--- config.mk ---
export PLATFORM = sky130hd
export DESIGN_NAME = ind_idx_seq
export DESIGN_NICKNAME = d
export VERILOG_FILES = /design/src/rtl/ind_idx_pkg.sv /design/src/rtl/ind_idx_fsm.sv /design/src/rtl/ind_idx_path.sv /design/src/rtl/ind_idx_seq.sv
export SDC_FILE = /design/constraint.sdc
export NUM_CORES = 1
export LEC_CHECK = 0
export ABC_CLOCK_PERIOD_IN_PS = 1900
export BUFFER_PORTS_ARGS = -buffer_cell sky130_fd_sc_hd__buf_2
export CORE_ASPECT_RATIO = 1.4
export CORE_MARGIN = 2
export CORE_UTILIZATION = 53
export DETAILED_ROUTE_END_ITERATION = 12
export GPL_TIMING_DRIVEN = 1
export PLACE_DENSITY = 0.8
export SYNTH_ARGS = -nofsm -noshare
export SYNTH_HDL_FRONTEND = slang
export SYNTH_SLANG_ARGS = --single-unit
export TNS_END_PERCENT = 50
--- constraint.sdc ---
create_clock -name clk -period 1.9 [get_ports clk]
set_clock_uncertainty 0.05 [all_clocks]
set_input_delay 0.57 -clock clk [delete_from_list [all_inputs] [get_ports clk]]
set_output_delay 0.57 -clock clk [all_outputs]
set_load 0.005 [all_outputs]
--- src/rtl/ind_idx_pkg.sv ---
package ind_idx_pkg;
  typedef enum logic [2:0] {
    ST_IDLE = 3'd0,
    ST_OPC  = 3'd1,
    ST_OPR  = 3'd2,
    ST_PLO  = 3'd3,
    ST_PHI  = 3'd4,
    ST_FIX  = 3'd5,
    ST_DAT  = 3'd6
  } seq_state_e;
endpackage

--- src/rtl/ind_idx_fsm.sv ---
module ind_idx_fsm
  import ind_idx_pkg::*;
(
  input  logic       clk,
  input  logic       rst_n,
  input  logic       start_i,
  input  logic       carry_i,
  output seq_state_e state_o
);
  seq_state_e state_q, state_d;

  always_comb begin
    state_d = state_q;
    case (state_q)
      ST_IDLE: if (start_i) state_d = ST_OPC;
      ST_OPC:  state_d = ST_OPR;
      ST_OPR:  state_d = ST_PLO;
      ST_PLO:  state_d = ST_PHI;
      ST_PHI:  state_d = carry_i ? ST_FIX : ST_DAT;
      ST_FIX:  state_d = ST_DAT;
      ST_DAT:  state_d = ST_IDLE;
      default: state_d = ST_IDLE;
    endcase
  end

  always_ff @(posedge clk or negedge rst_n) begin
    if (!rst_n) state_q <= ST_IDLE;
    else        state_q <= state_d;
  end

  assign state_o = state_q;

  // Leaving idle always lands on the opcode fetch
  AST_START_TO_OPC: assert property (@(posedge clk) disable iff (!rst_n)
    ($past(state_q) == ST_IDLE && state_q != ST_IDLE) |-> state_q == ST_OPC);
  // The throwaway cycle is always followed by the final read
  AST_FIX_TO_DAT: assert property (@(posedge clk) disable iff (!rst_n)
    state_q == ST_FIX |=> state_q == ST_DAT);
endmodule

--- src/rtl/ind_idx_path.sv ---
module ind_idx_path
  import ind_idx_pkg::*;
#(
  parameter int DW = 8,
  localparam int AW = 2 * DW
) (
  input  logic          clk,
  input  logic          rst_n,
  input  seq_state_e    state_i,
  input  logic [DW-1:0] y_i,
  input  logic [AW-1:0] pc_i,
  input  logic [DW-1:0] rdata_i,
  output logic [AW-1:0] addr_o,
  output logic          carry_o,
  output logic [DW-1:0] data_o,
  output logic          done_o
);
  logic [DW-1:0] zp_q, lo_q, hi_q, data_q;
  logic          done_q;
  logic [DW:0]   sum;

  logic          zp_en, lo_en, hi_en, data_en;
  logic [DW-1:0] zp_d, lo_d, hi_d;

  assign sum     = {1'b0, lo_q} + {1'b0, y_i};
  assign carry_o = sum[DW];

  // Clock enables and next values
  always_comb begin
    zp_en   = 1'b0;
    lo_en   = 1'b0;
    hi_en   = 1'b0;
    data_en = 1'b0;
    zp_d    = rdata_i;
    lo_d    = rdata_i;
    hi_d    = rdata_i;
    case (state_i)
      ST_OPR: zp_en = 1'b1;
      ST_PLO: begin
        lo_en = 1'b1;
        zp_en = 1'b1;
        zp_d  = zp_q + 1'b1;
      end
      ST_PHI: begin
        hi_en = 1'b1;
        lo_en = 1'b1;
        lo_d  = sum[DW-1:0];
      end
      ST_FIX: begin
        hi_en = 1'b1;
        hi_d  = hi_q + 1'b1;
      end
      ST_DAT: data_en = 1'b1;
      default: ;
    endcase
  end

  always_ff @(posedge clk or negedge rst_n) begin
    if (!rst_n) begin
      zp_q   <= '0;
      lo_q   <= '0;
      hi_q   <= '0;
      data_q <= '0;
      done_q <= 1'b0;
    end else begin
      if (zp_en)   zp_q   <= zp_d;
      if (lo_en)   lo_q   <= lo_d;
      if (hi_en)   hi_q   <= hi_d;
      if (data_en) data_q <= rdata_i;
      done_q <= data_en;
    end
  end

  always_comb begin
    case (state_i)
      ST_OPC, ST_OPR: addr_o = pc_i;
      ST_PLO, ST_PHI: addr_o = {{DW{1'b0}}, zp_q};
      ST_FIX, ST_DAT: addr_o = {hi_q, lo_q};
      default:        addr_o = '0;
    endcase
  end

  assign data_o = data_q;
  assign done_o = done_q;

  AST_HI_AFTER_LO: assert property (@(posedge clk) disable iff (!rst_n)
    state_i == ST_PHI |-> addr_o[DW-1:0] == $past(addr_o[DW-1:0]) + 1'b1);
  AST_PAGE_STEP: assert property (@(posedge clk) disable iff (!rst_n)
    (state_i == ST_DAT && $past(state_i) == ST_FIX) |->
      addr_o == $past(addr_o) + (AW'(1) << DW));
  AST_DONE_ONE_CYCLE: assert property (@(posedge clk) disable iff (!rst_n)
    done_o |=> !done_o);
endmodule

--- src/rtl/ind_idx_seq.sv ---
module ind_idx_seq
  import ind_idx_pkg::*;
(
  input  logic        clk,
  input  logic        rst_n,
  input  logic        start_i,
  input  logic [7:0]  y_i,
  input  logic [15:0] pc_i,
  input  logic [7:0]  rdata_i,
  output logic [15:0] addr_o,
  output logic        rd_o,
  output logic        pc_inc_o,
  output logic [7:0]  data_o,
  output logic        done_o
);
  localparam int DW = 8;

  logic [1:0] rst_sync_q;
  logic       rst_int_n;
  seq_state_e state;
  logic       carry;

  // Asynchronous assert, synchronous release
  always_ff @(posedge clk or negedge rst_n) begin
    if (!rst_n) rst_sync_q <= 2'b00;
    else        rst_sync_q <= {rst_sync_q[0], 1'b1};
  end
  assign rst_int_n = rst_sync_q[1];

  ind_idx_fsm u_fsm (
    .clk     (clk),
    .rst_n   (rst_int_n),
    .start_i (start_i),
    .carry_i (carry),
    .state_o (state)
  );

  ind_idx_path #(.DW(DW)) u_path (
    .clk     (clk),
    .rst_n   (rst_int_n),
    .state_i (state),
    .y_i     (y_i),
    .pc_i    (pc_i),
    .rdata_i (rdata_i),
    .addr_o  (addr_o),
    .carry_o (carry),
    .data_o  (data_o),
    .done_o  (done_o)
  );

  assign rd_o     = (state != ST_IDLE);
  assign pc_inc_o = (state == ST_OPC) || (state == ST_OPR);

  AST_PCINC_WITH_READ: assert property (@(posedge clk) disable iff (!rst_int_n)
    pc_inc_o |-> rd_o);
  AST_DONE_IDLE: assert property (@(posedge clk) disable iff (!rst_int_n)
    done_o |-> !rd_o);
endmodule

Word level (Yosys, flattened, before mapping)
Cells that the tools add are included.

cells by class
  add/subtract/negate cells = 3
  multipliers = 0
  divide/modulo/power cells = 0
  $lt $le $gt $ge = 0
  eq/ne operators = 7
  shift-type cells = 0
  muxes and demuxes = 11
  bitwise logic cells = 0
  reductions and logical operators = 8

operators by type and width
  operator             count
  $pmux 16 s3          1
  $mux 8               3
  $pmux 3 s6           1
  $add 8x1->8 const B  2
  $reduce_or 2->1      5
  $add 8x8->9          1
  $eq 3x3->1 const B   3
  $eq 3x2->1 const B   2
  $mux 1               4
  $eq 3x1->1 const B   1
  $logic_not 3->1      1
  $mux 3               1
  $reduce_bool 3->1    1
  $mux 2               1
  $ne 2x2->1 const B   1
  $logic_or 1x1->1     1

storage, ports and cells
  bits in registers = 38
  bits in latches = 0
  bits in writable memories = 0
  ROM bits = 0
  input port bits = 35
  output and inout bits = 27
  word-level logic and storage cells = 36
  memories = 0

Depth between registers and ports, before layout
  depth after elaboration = 3
  depth in mapped cells = 6
  depth with buffers taken out = 6

Hierarchy
Synthesis repeated with hierarchy kept, for this count alone.

unflattened totals
  cells, all modules = 280
  area, all modules = 2558.7 um^2

by module, submodules not included
  module        times used  cells an instance  area each (um^2)  seq. area each (um^2)
  ind_idx_path  1           263                2357.3            825.8
  ind_idx_fsm   1           11                 128.9             75.1
  ind_idx_seq   1           6                  72.6              50.0

Worst setup path after synthesis
Ideal clock, no wire load.

  path kind = input to register
  start point = in y_i[0]
  end point = reg u_fsm.state_q[0], in the netlist u_fsm.state_o[0]
  setup time = 118 ps
  data arrival time = 1906 ps
  required time = 1732 ps
  path slack = -174 ps
  stages on the path = 6
  buffers on the path = 0
  path through = ha_1 fa_1 a21o_1 a221oi_2 o21ai_1 a21o_1

between the ends
  cells in the longest elaborated chain, start to end = 3

ends and longest elaborated chain
  item                  line                source
  from (decl)           ind_idx_seq.sv:7    input logic [7:0] y_i,
  $add 8x8->9           ind_idx_path.sv:25  assign sum = {1'b0, lo_q} + {1'b0, y_i};
  $mux 2                ind_idx_fsm.sv:19   ST_PHI: state_d = carry_i ? ST_FIX : ST_DAT;
  $pmux 3 s6            ind_idx_fsm.sv:14   case (state_q)
  to (signal assigned)  ind_idx_fsm.sv:28   else state_q <= state_d;
  to (decl)             ind_idx_fsm.sv:10   seq_state_e state_q, state_d;

No other way between the ends.
A chain may end at the register's enable or synchronous reset.

Worst setup path in the final report
  start point = reg u_fsm.state_q[0], in the netlist u_fsm.state_o[0]
  end point = out addr_o[4]

between the ends
  cells in the longest elaborated chain, start to end = 3
  elaborated cells on any way between the ends = 10
  classes of those cells = 6 x eq/ne; 1 x mux; 3 x reduce/logical

ends and longest elaborated chain
  item                                       line                source
  $eq 3x3->1 (tied with other cells)         ind_idx_path.sv:75  case (state_i)
  $reduce_or 2->1, on equally long branches  --
  $pmux 16 s3 *                              ind_idx_path.sv:75
  to (decl)                                  ind_idx_seq.sv:10   output logic [15:0] addr_o,

Every way passes the cells marked *; elsewhere a longest branch is shown, timed or not.

==> results.md <==
CTS:
- The maximum buffer depth of the clock tree is 2.
- The CTS sink count is 38.
- The H-tree depth reported by CTS is 2.
- The clock transition at the registers of the reported paths is 0.08 ns.
- The latest clock arrival within the worst-skew pair is about 0.29 ns.
- TritonCTS built the clock tree.
- In this run, CTS created clock tree buffers numbering 5.
- The root buffer cell is sky130_fd_sc_hd__clkbuf_8.

Worst setup path:
- The endpoint identified for the worst register-to-register timing path is u_fsm.state_o[0].
- The worst setup path is launched from a register.
- The type of the worst setup path is register to primary output.
- The count of cells along the worst register-to-register path is 6.
- The critical path startpoint is u_fsm.state_o[0].
- The start of the worst register-to-register path is u_path.lo_q[0].
- The maximum fanout count along the critical path is 5.
- The slack of the worst reg-to-reg path is -0.02 ns.
- STA puts the critical path data arrival time at 1.54 ns.
- Data on the critical path is required at its endpoint by 1.28 ns.
- STA classifies the critical path endpoint as a primary output.

Cells and area:
- Excluding fillers, the count of instances in the completed layout stands at 405.
- After the last flow step, the layout net total stands at between 300 and 400.
- The count of antenna diodes in the layout is 0.
- The post-synthesis to final-layout area growth is 30.9%.
- The fill cell total of the finished layout is 352.
- The post-route netlist has about 37% of its cells at a drive strength greater than 1.

Route:
- For this run, design rule violations remaining after detail routing come to 0.
- The routed wire length per instance is 15.0 microns.
- For this run, the detailed router's first-pass iteration total came to 4.
- The routed wire length is 6.08 mm.
- The post-detailed-route count of antenna-violating nets is 0.
- The total via count in the routed design is between 2000 and 2500.
- The DRC violation total after the first TritonRoute iteration is approximately 110.
- The number of vias per cell is 5.63.

Logic synthesis:
- In this run, distinct cell masters in the synthesized netlist total 42.
- The net count after synthesis is roughly 300.
- Of all flip-flops after synthesis, the portion carrying an async set or reset was 100%.
- The sequential fraction of the synthesis area is about two fifths.
- In this run, synthesis inferred 0 flip-flops with an integrated enable.
- The library cell with the highest instance count after synthesis is sky130_fd_sc_hd__dfrtp_1.
- Sorting the synthesized cells by how often they occur yields sky130_fd_sc_hd__dfrtp_1 (38), sky130_fd_sc_hd__a21oi_1 (26), sky130_fd_sc_hd__mux2i_1 (23).
- After synthesis, the cell types taking the most area are sky130_fd_sc_hd__dfrtp_1 (40%), sky130_fd_sc_hd__mux2i_1 (9.6%), sky130_fd_sc_hd__a21oi_1 (5.4%).
- The most used flip-flop cell after synthesis is sky130_fd_sc_hd__dfrtp_1.
- After technology mapping, the gate count stands at about 260.
- The cell taking the most area after synthesis is sky130_fd_sc_hd__dfrtp_1.
- The flip-flop and latch count after synthesis is 38.
- For this run, the number of Yosys warnings is 0.
- The average cell area after synthesis is around 9.4 sq um.
- After synthesis the cells add up to roughly 0.0024 sq mm.
- Summed over its instances, the top area cell type makes up roughly two fifths of the synthesized netlist area.

GRT:
- The initial antenna violation count is 0.
- The first-pass GRT wire length is around 10 mm.
- The via count of the first global-routing pass came to between 2000 and 2500.
- The combined global-route utilization of all metal layers is 26.1%.
- The largest net degree at the start of global routing is 37.
- The leftover overflow at the end of global routing is 0.

STA:
- The max-slew violation count came to 0.
- The top achievable clock speed is roughly 0.46 GHz.
- The hold violation count in the final report came to 0.
- For the finished layout, the period the worst path requires is about 2.2 ns.
- Setup repair after global routing could not meet its margin everywhere.
- Once routing completed, OpenROAD measured the worst setup slack at -0.262 ns.
- Setup violations remaining at the end of the flow were counted as 21.
- Dividing the final minimum period by the clock period gives 114%.
- The smallest hold slack is around 0.23 ns.

Placed design:
- Routability-driven placement finished with a final weighted congestion of 0.846.
- The total instance count after detailed placement is a little under 400.
- The sum of net half-perimeters after detailed placement is 4.55 mm.
- The port buffer count is 61.

Run status:
- The flow ran to the end, but the final reports show violations.
- The final reports fail on negative setup slack.

Run:
- The tool flagged a number of max-cap violations equal to 0.

Pwr:
- The static power due to leakage is 0.00155 uW.
- For this design the ratio of total power to cell area is between 1500 and 2000 mW/mm^2.
- Across the VDD grid, the largest voltage drop is a little under 1 mV.

Die:
- The floorplan step defined a die boundary enclosing roughly 0.0051 sq mm.
- Measured along the x axis, the die boundary spans between 60 and 70 microns.
- In this run the standard cell core region covers 0.00446 sq mm.
- During I/O placement, the number of pins put on the boundary was 62.
- The die height is around 84 microns.
- The initial standard-cell utilization of the core is between 50% and 60%.
- After floorplanning, the core was divided into 29 placement rows.

Worst hold path:
- The min-delay analysis places its worst path in the category register to async pin.
-- worst max-delay path, stage by stage (launching register included) --
cell	delay (ns)
sky130_fd_sc_hd__dfrtp_1	0.41
sky130_fd_sc_hd__or3b_4	0.43
sky130_fd_sc_hd__nand2_4	0.13
sky130_fd_sc_hd__nand2_1	0.05
sky130_fd_sc_hd__o21ai_1	0.09
sky130_fd_sc_hd__buf_2	0.13
-- layout by cell type (no fill, tap or decap), types with 2 or more instances in the layout --
cell | netlist | layout
sky130_fd_sc_hd__xnor2_1 | 3 | 2
sky130_fd_sc_hd__xor2_1 | 3 | 3
sky130_fd_sc_hd__mux2i_1 | 23 | 23
sky130_fd_sc_hd__a211oi_1 | 5 | 5
sky130_fd_sc_hd__buf_2 | 8 | 61
sky130_fd_sc_hd__a21oi_1 | 26 | 26
sky130_fd_sc_hd__a21o_1 | 5 | 5
sky130_fd_sc_hd__mux2_2 | 9 | 9
sky130_fd_sc_hd__buf_6 | 1 | 4
sky130_fd_sc_hd__nand4_1 | 2 | 2
sky130_fd_sc_hd__nand2_2 | 1 | 5
sky130_fd_sc_hd__nor2b_1 | 4 | 4
sky130_fd_sc_hd__nand2_4 | 0 | 2
sky130_fd_sc_hd__and3_1 | 9 | 9
sky130_fd_sc_hd__o21ai_1 | 2 | 5
sky130_fd_sc_hd__clkbuf_8 | 0 | 6
sky130_fd_sc_hd__nand3_1 | 13 | 13
sky130_fd_sc_hd__inv_1 | 3 | 3
sky130_fd_sc_hd__o21ai_2 | 0 | 4
sky130_fd_sc_hd__o22ai_1 | 14 | 14
sky130_fd_sc_hd__nor2_1 | 17 | 17
sky130_fd_sc_hd__and2_1 | 2 | 2
sky130_fd_sc_hd__buf_4 | 2 | 25
sky130_fd_sc_hd__dfrtp_1 | 38 | 38
sky130_fd_sc_hd__nand2_1 | 20 | 15
sky130_fd_sc_hd__o21ai_0 | 16 | 9
sky130_fd_sc_hd__ha_1 | 10 | 9
-- sequential cells by signal (all words and copies together), names as in the netlist --
name / cells
rst_sync_q: 2
u_fsm.state_o: 3
u_path.data_o: 8
u_path.done_o: 1
u_path.hi_q: 8
u_path.lo_q: 8
u_path.zp_q: 8
-- area by class of cell --
type	count	area, sq um	area share, %
Multi-Input combinational cell	202	1450	45.9
Clock inverter	2	12.5	0.397
Inverter	3	11.3	0.357
Tap cell	62	77.6	2.46
Timing Repair Buffer	92	568	18.0
Clock buffer	6	82.6	2.62
Sequential cell	38	951	30.2
-- power breakdown --
| part | internal (uW) | total (uW) | switching (uW) |
|---|---|---|---|
| combinational | 1770 | 3470 | 1700 |
| clock | 292 | 586 | 294 |
| sequential | 1190 | 1580 | 385 |
| total | 3250 | 5640 | 2380 |
-- worst max path at each step --
stage	end	slack (ns)	depth (start not counted)
after floorplan	u_fsm.state_o[0]	-0.07	6
after global placement	u_fsm.state_o[0]	-0.26	7
after detailed placement	u_fsm.state_o[0]	-0.29	7
after CTS	addr_o[5]	-0.24	5
after global routing	addr_o[4]	-0.31	5
final	addr_o[4]	-0.26	5
-- logic make-up (layout without fill, tap and decap cells) --
kind of cell | Yosys count | count (layout) | share of synthesized area [%]
buffers and inverters | 16 | 103 | 3.54
other | 1 | 1 | 0.156
AOI/OAI and AO/OA | 75 | 75 | 18.6
xor gates and xnor gates | 6 | 6 | 2.18
adders and majority gates | 11 | 11 | 6.03
DFF | 38 | 38 | 39.5
and+or+nand+nor | 76 | 77 | 16.2
muxes | 32 | 32 | 13.8
-- per-layer routing --
layer  wire [microns]  global-route usage [%]
met3              240                    3.72
met1             2500                    30.5
met2             3210                    45.3
met5                0                       0
met4              125                    11.5
-- through the flow --
stage / power [uW] / utilization [%] / instance area [sq um] / TNS (ns) / setup WS (ns)
final: 5640 / 70.6 / 3150 / -2.74 / -0.262
after global routing: 6110 / 70.6 / 3150 / -3.95 / -0.311
after CTS: 5540 / 69.6 / 3110 / -2.68 / -0.242
after detailed placement: 4740 / 65.8 / 2940 / -1.21 / -0.294
after global placement: 4630 / 65.8 / 2940 / -1.00 / -0.265
after floorplan: 3520 / - / 2420 / -0.143 / -0.0675
-- repair_timing --
item	CTS	global route
gates cloned	1	0
gates resized for setup	17	8
hold buffers	1	0
pin swaps	6	3
setup endpoints to repair	21	22
setup buffers	2	3
hold endpoints to repair	2	0
No activity file was read; power rests on OpenSTA's default activity.
